`config.mk`:
```
export PLATFORM = sky130hd
export DESIGN_NAME = region_guard
export DESIGN_NICKNAME = d
export VERILOG_FILES = /design/src/rtl/rg_pkg.sv /design/src/rtl/rg_region_match.sv /design/src/rtl/rg_port_check.sv /design/src/rtl/rg_fault_rec.sv /design/src/rtl/region_guard.sv
export SDC_FILE = /design/constraint.sdc
export NUM_CORES = 2
export LEC_CHECK = 0
export CAP_MARGIN = 20
export CORE_AREA = 2 2 673 675
export DETAILED_ROUTE_END_ITERATION = 12
export DIE_AREA = 0 0 675 677
export PLACE_DENSITY_LB_ADDON = 0.25
export SLEW_MARGIN = 20
export SYNTH_ARGS = -nofsm -noshare
export SYNTH_HDL_FRONTEND = slang
export SYNTH_SLANG_ARGS = --single-unit
```
`constraint.sdc`:
```
create_clock -name clk -period 5.8 [get_ports clk]
set_input_delay 1.16 -clock clk [delete_from_list [all_inputs] [get_ports clk]]
set_output_delay 1.16 -clock clk [all_outputs]
set_load 0.05 [all_outputs]
```
`src/rtl/rg_pkg.sv`:
```
`timescale 1ns/1ps
package rg_pkg;
    // permission bits per master per region: user rwx then supervisor rwx
    localparam int PERM_W = 6;

    typedef enum logic [1:0] {
        KIND_READ  = 2'd0,
        KIND_WRITE = 2'd1,
        KIND_EXEC  = 2'd2
    } acc_kind_e;

    function automatic acc_kind_e kind_of(input logic write, input logic fetch);
        if (fetch)      return KIND_EXEC;
        else if (write) return KIND_WRITE;
        else            return KIND_READ;
    endfunction
endpackage

```
`src/rtl/rg_region_match.sv`:
```
`timescale 1ns/1ps
module rg_region_match
    import rg_pkg::*;
#(
    parameter int AW   = 32,
    parameter int GRAN = 5,
    parameter int NM   = 4,
    parameter int MW   = 2
) (
    input  logic                 rgn_valid,
    input  logic [AW-1:0]        rgn_start,
    input  logic [AW-1:0]        rgn_end,
    input  logic [NM*PERM_W-1:0] rgn_perm,
    input  logic [AW-1:0]        addr,
    input  logic [MW-1:0]        master,
    input  acc_kind_e            kind,
    input  logic                 super_mode,
    output logic                 hit,
    output logic                 grant
);
    localparam int PW = AW - GRAN;

    logic [PW-1:0]     page_a, page_s, page_e;
    logic [PERM_W-1:0] field;
    logic [2:0]        rwx;
    logic              unused_lo;

    assign page_a    = addr[AW-1:GRAN];
    assign page_s    = rgn_start[AW-1:GRAN];
    assign page_e    = rgn_end[AW-1:GRAN];
    assign unused_lo = ^{addr[GRAN-1:0], rgn_start[GRAN-1:0], rgn_end[GRAN-1:0]};

    always_comb begin
        hit   = rgn_valid && (page_a >= page_s) && (page_a <= page_e);
        field = rgn_perm[int'(master)*PERM_W +: PERM_W];
        rwx   = super_mode ? field[5:3] : field[2:0];
        grant = hit && rwx[int'(kind)];
    end
endmodule

```
`src/rtl/rg_port_check.sv`:
```
`timescale 1ns/1ps
module rg_port_check
    import rg_pkg::*;
#(
    parameter int AW   = 32,
    parameter int GRAN = 5,
    parameter int NR   = 16,
    parameter int NM   = 4,
    parameter int MW   = 2
) (
    input  logic                    chk_en,
    input  logic [NR-1:0]           rgn_valid,
    input  logic [NR*AW-1:0]        rgn_start,
    input  logic [NR*AW-1:0]        rgn_end,
    input  logic [NR*NM*PERM_W-1:0] rgn_perm,
    input  logic                    acc_valid,
    input  logic [AW-1:0]           addr,
    input  logic [MW-1:0]           master,
    input  logic                    write,
    input  logic                    fetch,
    input  logic                    super_mode,
    output logic                    fwd,
    output logic                    err,
    output logic [NR-1:0]           hit_mask
);
    localparam int RPW = NM * PERM_W;

    acc_kind_e     kind;
    logic [NR-1:0] grant_vec;
    logic          allow;

    assign kind = kind_of(write, fetch);

    for (genvar r = 0; r < NR; r++) begin : g_rgn
        rg_region_match #(
            .AW(AW), .GRAN(GRAN), .NM(NM), .MW(MW)
        ) u_match (
            .rgn_valid (rgn_valid[r]),
            .rgn_start (rgn_start[r*AW +: AW]),
            .rgn_end   (rgn_end[r*AW +: AW]),
            .rgn_perm  (rgn_perm[r*RPW +: RPW]),
            .addr      (addr),
            .master    (master),
            .kind      (kind),
            .super_mode(super_mode),
            .hit       (hit_mask[r]),
            .grant     (grant_vec[r])
        );
    end

    always_comb begin
        // any granting region wins over denying ones
        allow = |grant_vec;
        fwd   = acc_valid && (!chk_en || allow);
        err   = acc_valid && chk_en && !allow;
    end
endmodule

```
`src/rtl/rg_fault_rec.sv`:
```
`timescale 1ns/1ps
module rg_fault_rec #(
    parameter int AW = 32,
    parameter int DW = 21
) (
    input  logic          clk,
    input  logic          rst_n,
    input  logic          capture,
    input  logic          clear,
    input  logic [AW-1:0] addr,
    input  logic [DW-1:0] detail,
    output logic          rec_valid,
    output logic          rec_overrun,
    output logic [AW-1:0] rec_addr,
    output logic [DW-1:0] rec_detail
);
    typedef struct packed {
        logic          valid;
        logic          overrun;
        logic [AW-1:0] addr;
        logic [DW-1:0] detail;
    } rec_t;

    rec_t st_d, st_q;

    always_comb begin
        st_d = st_q;
        if (clear) begin
            st_d.valid   = 1'b0;
            st_d.overrun = 1'b0;
        end
        if (capture) begin
            st_d.overrun = st_q.valid && !clear;
            st_d.valid   = 1'b1;
            st_d.addr    = addr;
            st_d.detail  = detail;
        end
    end

    always_ff @(posedge clk or negedge rst_n) begin
        if (!rst_n) st_q <= '0;
        else        st_q <= st_d;
    end

    assign rec_valid   = st_q.valid;
    assign rec_overrun = st_q.overrun;
    assign rec_addr    = st_q.addr;
    assign rec_detail  = st_q.detail;
endmodule

```
`src/rtl/region_guard.sv`:
```
`timescale 1ns/1ps
module region_guard
    import rg_pkg::*;
#(
    parameter int NUM_PORTS   = 3,
    parameter int NUM_REGIONS = 16,
    parameter int NUM_MASTERS = 4,
    parameter int AW          = 32,
    parameter int GRAN        = 5,
    parameter int MW          = $clog2(NUM_MASTERS),
    parameter int DW          = NUM_REGIONS + MW + 3
) (
    input  logic                                    clk,
    input  logic                                    rst_n,
    input  logic                                    chk_en,
    input  logic [NUM_REGIONS-1:0]                  rgn_valid,
    input  logic [NUM_REGIONS*AW-1:0]               rgn_start,
    input  logic [NUM_REGIONS*AW-1:0]               rgn_end,
    input  logic [NUM_REGIONS*NUM_MASTERS*PERM_W-1:0] rgn_perm,
    input  logic [NUM_PORTS-1:0]                    acc_valid,
    input  logic [NUM_PORTS*AW-1:0]                 acc_addr,
    input  logic [NUM_PORTS*MW-1:0]                 acc_master,
    input  logic [NUM_PORTS-1:0]                    acc_write,
    input  logic [NUM_PORTS-1:0]                    acc_fetch,
    input  logic [NUM_PORTS-1:0]                    acc_super,
    output logic [NUM_PORTS-1:0]                    fwd_valid,
    output logic [NUM_PORTS-1:0]                    err_resp,
    input  logic [NUM_PORTS-1:0]                    flt_clear,
    output logic [NUM_PORTS-1:0]                    flt_valid,
    output logic [NUM_PORTS-1:0]                    flt_overrun,
    output logic [NUM_PORTS*AW-1:0]                 flt_addr,
    output logic [NUM_PORTS*DW-1:0]                 flt_detail
);
    for (genvar p = 0; p < NUM_PORTS; p++) begin : g_port
        logic [NUM_REGIONS-1:0] hit_mask;
        logic [DW-1:0]          detail;

        rg_port_check #(
            .AW(AW), .GRAN(GRAN), .NR(NUM_REGIONS), .NM(NUM_MASTERS), .MW(MW)
        ) u_check (
            .chk_en    (chk_en),
            .rgn_valid (rgn_valid),
            .rgn_start (rgn_start),
            .rgn_end   (rgn_end),
            .rgn_perm  (rgn_perm),
            .acc_valid (acc_valid[p]),
            .addr      (acc_addr[p*AW +: AW]),
            .master    (acc_master[p*MW +: MW]),
            .write     (acc_write[p]),
            .fetch     (acc_fetch[p]),
            .super_mode(acc_super[p]),
            .fwd       (fwd_valid[p]),
            .err       (err_resp[p]),
            .hit_mask  (hit_mask)
        );

        assign detail = {hit_mask, acc_master[p*MW +: MW],
                         acc_fetch[p], acc_write[p], acc_super[p]};

        rg_fault_rec #(
            .AW(AW), .DW(DW)
        ) u_rec (
            .clk        (clk),
            .rst_n      (rst_n),
            .capture    (err_resp[p]),
            .clear      (flt_clear[p]),
            .addr       (acc_addr[p*AW +: AW]),
            .detail     (detail),
            .rec_valid  (flt_valid[p]),
            .rec_overrun(flt_overrun[p]),
            .rec_addr   (flt_addr[p*AW +: AW]),
            .rec_detail (flt_detail[p*DW +: DW])
        );
    end
endmodule

```
==> flow_summary.ini <==
[outcome]
status = finished, violations left
violations = setup timing

[drt]
wire_per_inst_um = 34.5
avgViaCountPerCell = 4.88
drt_iter0_drc = 6796
ant_nets = 0
drt_first_pass_iters = 6
route.vias.total = 87313
drc = 0
wirelength_um = 617000

[placement]
pre_cts_ws_ns = -1.55
gp_congestion = 0.999
place_hpwl_um = 545000
port_buffers = 1554
place_area_um2 = 112000

[worst_setup_path]
critPathLaunch = acc_addr[69]
reg2regPathDepth = 3
r2r_slack_ns = 4.63
critPathTopFamily = buffers and inverters
crit_buf_inv = 8
crit_fanout = 15
crit_arrival_ns = 4.86
endpoint = err_resp[2]
r2r_end = g_port[2].u_rec.rec_detail[5]
cp_num_cells = 17
crit_chain = clkdlybuf4s50_1 > buf_6 > inv_4 > buf_12 > ha_1 > nand3_1 > a311oi_1 > or4_1 > a211o_1 > nand3_1 > buf_6 > o2111ai_1 > buf_4 > nor4_4 > nand2_2 > inv_8 > buf_12
cp_slowest_stage_delay_ns = 0.48
slowest_stage = clkdlybuf4s50_1
crit_path_start_kind = input pin
reg2reg_from = g_port[2].u_rec.rec_detail[5]
crit_type = in -> out
cp-end-kind = primary output
crit_required_ns = 4.64

[yosys]
synth_edf_count = 0
syn_nets = 12694
synth-seq-cells = 165
yosysWarnings = 0
async_flop_share_pct = 100
syn_inst = 8558
yosysSeqAreaShare_pct = 5.56
ys.flop_type = dfrtp_1
synth_cell_types = 80
synth_area_um2 = 74300
postSynthAreaPerCell_um2 = 8.68

[die]
num_rows = 247
die_y_um = 677
initial_core_util_pct = 16.5
pin_count = 1715
die_w_um = 675
dieArea_um2 = 457000
core_um2 = 451000

[grt]
use_met3_pct = 3.39
grt_pass1_vias = 86297
top_usage_layer = met2
grt_start_max_net_pins = 63
overflow = 0
grt_pass1_wl_um = 798000
track_usage_pct = 26.0
grt_util_met1_pct = 30.2
met2_usage_pct = 43.3
antenna_found_initial = 208

[clock_network]
path_clk_slew_ns = 0.08
cts_tree = done
cts_root_buffer = clkbuf_16
cts_inserted_buffers = 25
clock_insertion_delay_worst_skew_ns = 0.60
cts_sinks = 165
cts_max_level = 4
cts_buffer_depth = 3

[sta]
relSlewSlack_pct = 12.5
rsz0062_at_grt = yes
slew_violations = 0
hold_viol = 0
skew_ns = 0.000529
whs_ns = 0.482
fmax_ghz = 0.166
finalWorstSetupSlack_ns = -0.216
min_period_over_period_pct = 104
setup_viol_count_final = 6
worst_pin_slew_ns = 1.31
period_minus_slack_ns = 6.02

[run]
cap_viol_max_count = 0

[final_layout]
final_cell_mix = 2496 x ha_1, 1444 x buf_4, 1312 x clkdlybuf4s50_1
nets = 15864
final_common_cell = ha_1
layout-drive-gt1-share_pct = 24.1
areaGrowthSynthToFinish_pct = 58.3
stdcell_area_um2 = 118000

[power]
p_per_area_nw_per_um2 = 145
switchingPower_w = 0.00904
p_sw_share_pct = 53.2
ir_worst_vdd_mv = 0.188
power_frac_comb_pct = 78.2
seq_power_share_pct = 11.9
power_w = 0.0170
p_leak_nw = 55.2
power.internal_w = 0.00797
p_clk_share_pct = 9.9

[hold_path]
hp-class = in -> async
[power groups by stage]
stage | Clock [W] | Sequential, W | Combinational (W)
after global placement | 0 | 0.00204 | 0.0127
after floorplan | 0 | 0.00360 | 0.00424
after detailed placement | 0 | 0.00204 | 0.0128
after CTS | 0.00178 | 0.00203 | 0.0132
final | 0.00169 | 0.00203 | 0.0133
after global routing | 0.00176 | 0.00208 | 0.0141
[logic make-up (layout without fill, tap and decap cells)]
group / count (synthesis) / in the layout / synth area share [%]
compound gates: 2226 / 2226 / 18.6
flops: 165 / 165 / 5.56
buf+inv: 1045 / 4221 / 5.62
simple gates: 1976 / 1976 / 13.6
other cells: 0 / 183 / 0
mux: 554 / 554 / 13.0
fa+ha+maj: 2592 / 2592 / 43.7
[per-layer routing]
metal / share of wire [%] / up-vias
li1: - / 39912
met1: 39 / 42479
met2: 46 / 3790
met3: 5.1 / 1086
met4: 9.4 / 46
met5: 0.047 / -
[cell usage after synthesis (54+ instances only)]
cell type  count  area (um2)
ha_1        2592       32400
inv_1        915        3430
a21oi_1      883        4420
nand2_1      491        1840
o21ai_0      425        2130
nand4_1      340        2130
nand3_1      336        1680
mux4_2       309        6960
nor2_1       265         995
a21o_1       241        1810
a211oi_1     179        1340
dfrtp_1      165        4130
mux2_2       154        1730
nor3_1       114         571
and3_1        87         544
mux2i_1       87         871
nor2b_1       67         419
o211ai_1      62         465
nor4_1        60         375
a2111oi_0     54         473
nand2b_1      54         338
[stage by stage]
step	std cells	util (%)	TNS, ns
detailed placement	17585	24.8	-122.80
global placement	17585	24.8	-119.98
global route	17868	26.1	-1.26
CTS	17691	25.7	-0.836
floorplan	8558	-	0
finish	17893	26.1	-0.918
[worst min-delay path by stage]
stage / cells after the start / start / slack, ns / endpoint
2_1_floorplan: 2 / g_port[0].u_rec.rec_valid / 0.47 / g_port[0].u_rec.rec_valid
3_3_place_gp: 1 / g_port[1].u_rec.rec_addr[26] / 0.49 / g_port[1].u_rec.rec_addr[26]
3_5_place_dp: 1 / g_port[1].u_rec.rec_detail[1] / 0.49 / g_port[1].u_rec.rec_detail[1]
4_1_cts: 1 / g_port[1].u_rec.rec_addr[26] / 0.51 / g_port[1].u_rec.rec_addr[26]
5_1_grt: 1 / rst_n / 0.51 / g_port[0].u_rec.rec_detail[4]
6_report: 1 / rst_n / 0.48 / g_port[0].u_rec.rec_detail[4]
[cell type report]
cell class / instances / area, um2
Fill cell: 49051 / 333000
Multi-Input combinational cell: 7348 / 69100
Timing Repair Buffer: 3271 / 32100
Tap cell: 5976 / 7480
Sequential cell: 165 / 4130
Inverter: 917 / 3550
Clock buffer: 31 / 688
Antenna cell: 183 / 458
Clock inverter: 2 / 37.5
[sequential cells by signal, summed over array words and instances, names as in the netlist]
name,count
g_port.u_rec.rec_detail,63
g_port.u_rec.rec_addr,96
g_port.u_rec.rec_valid,3
g_port.u_rec.rec_overrun,3
[repair_timing]
action                     in CTS  in global routing
setup endpoints to repair     117                  6
resized for setup             717                192
buffers inserted               85                 21
pin swaps                     186                 83
hold buffers                    0                  0
Note: power is estimated with default switching activity, not from simulation.
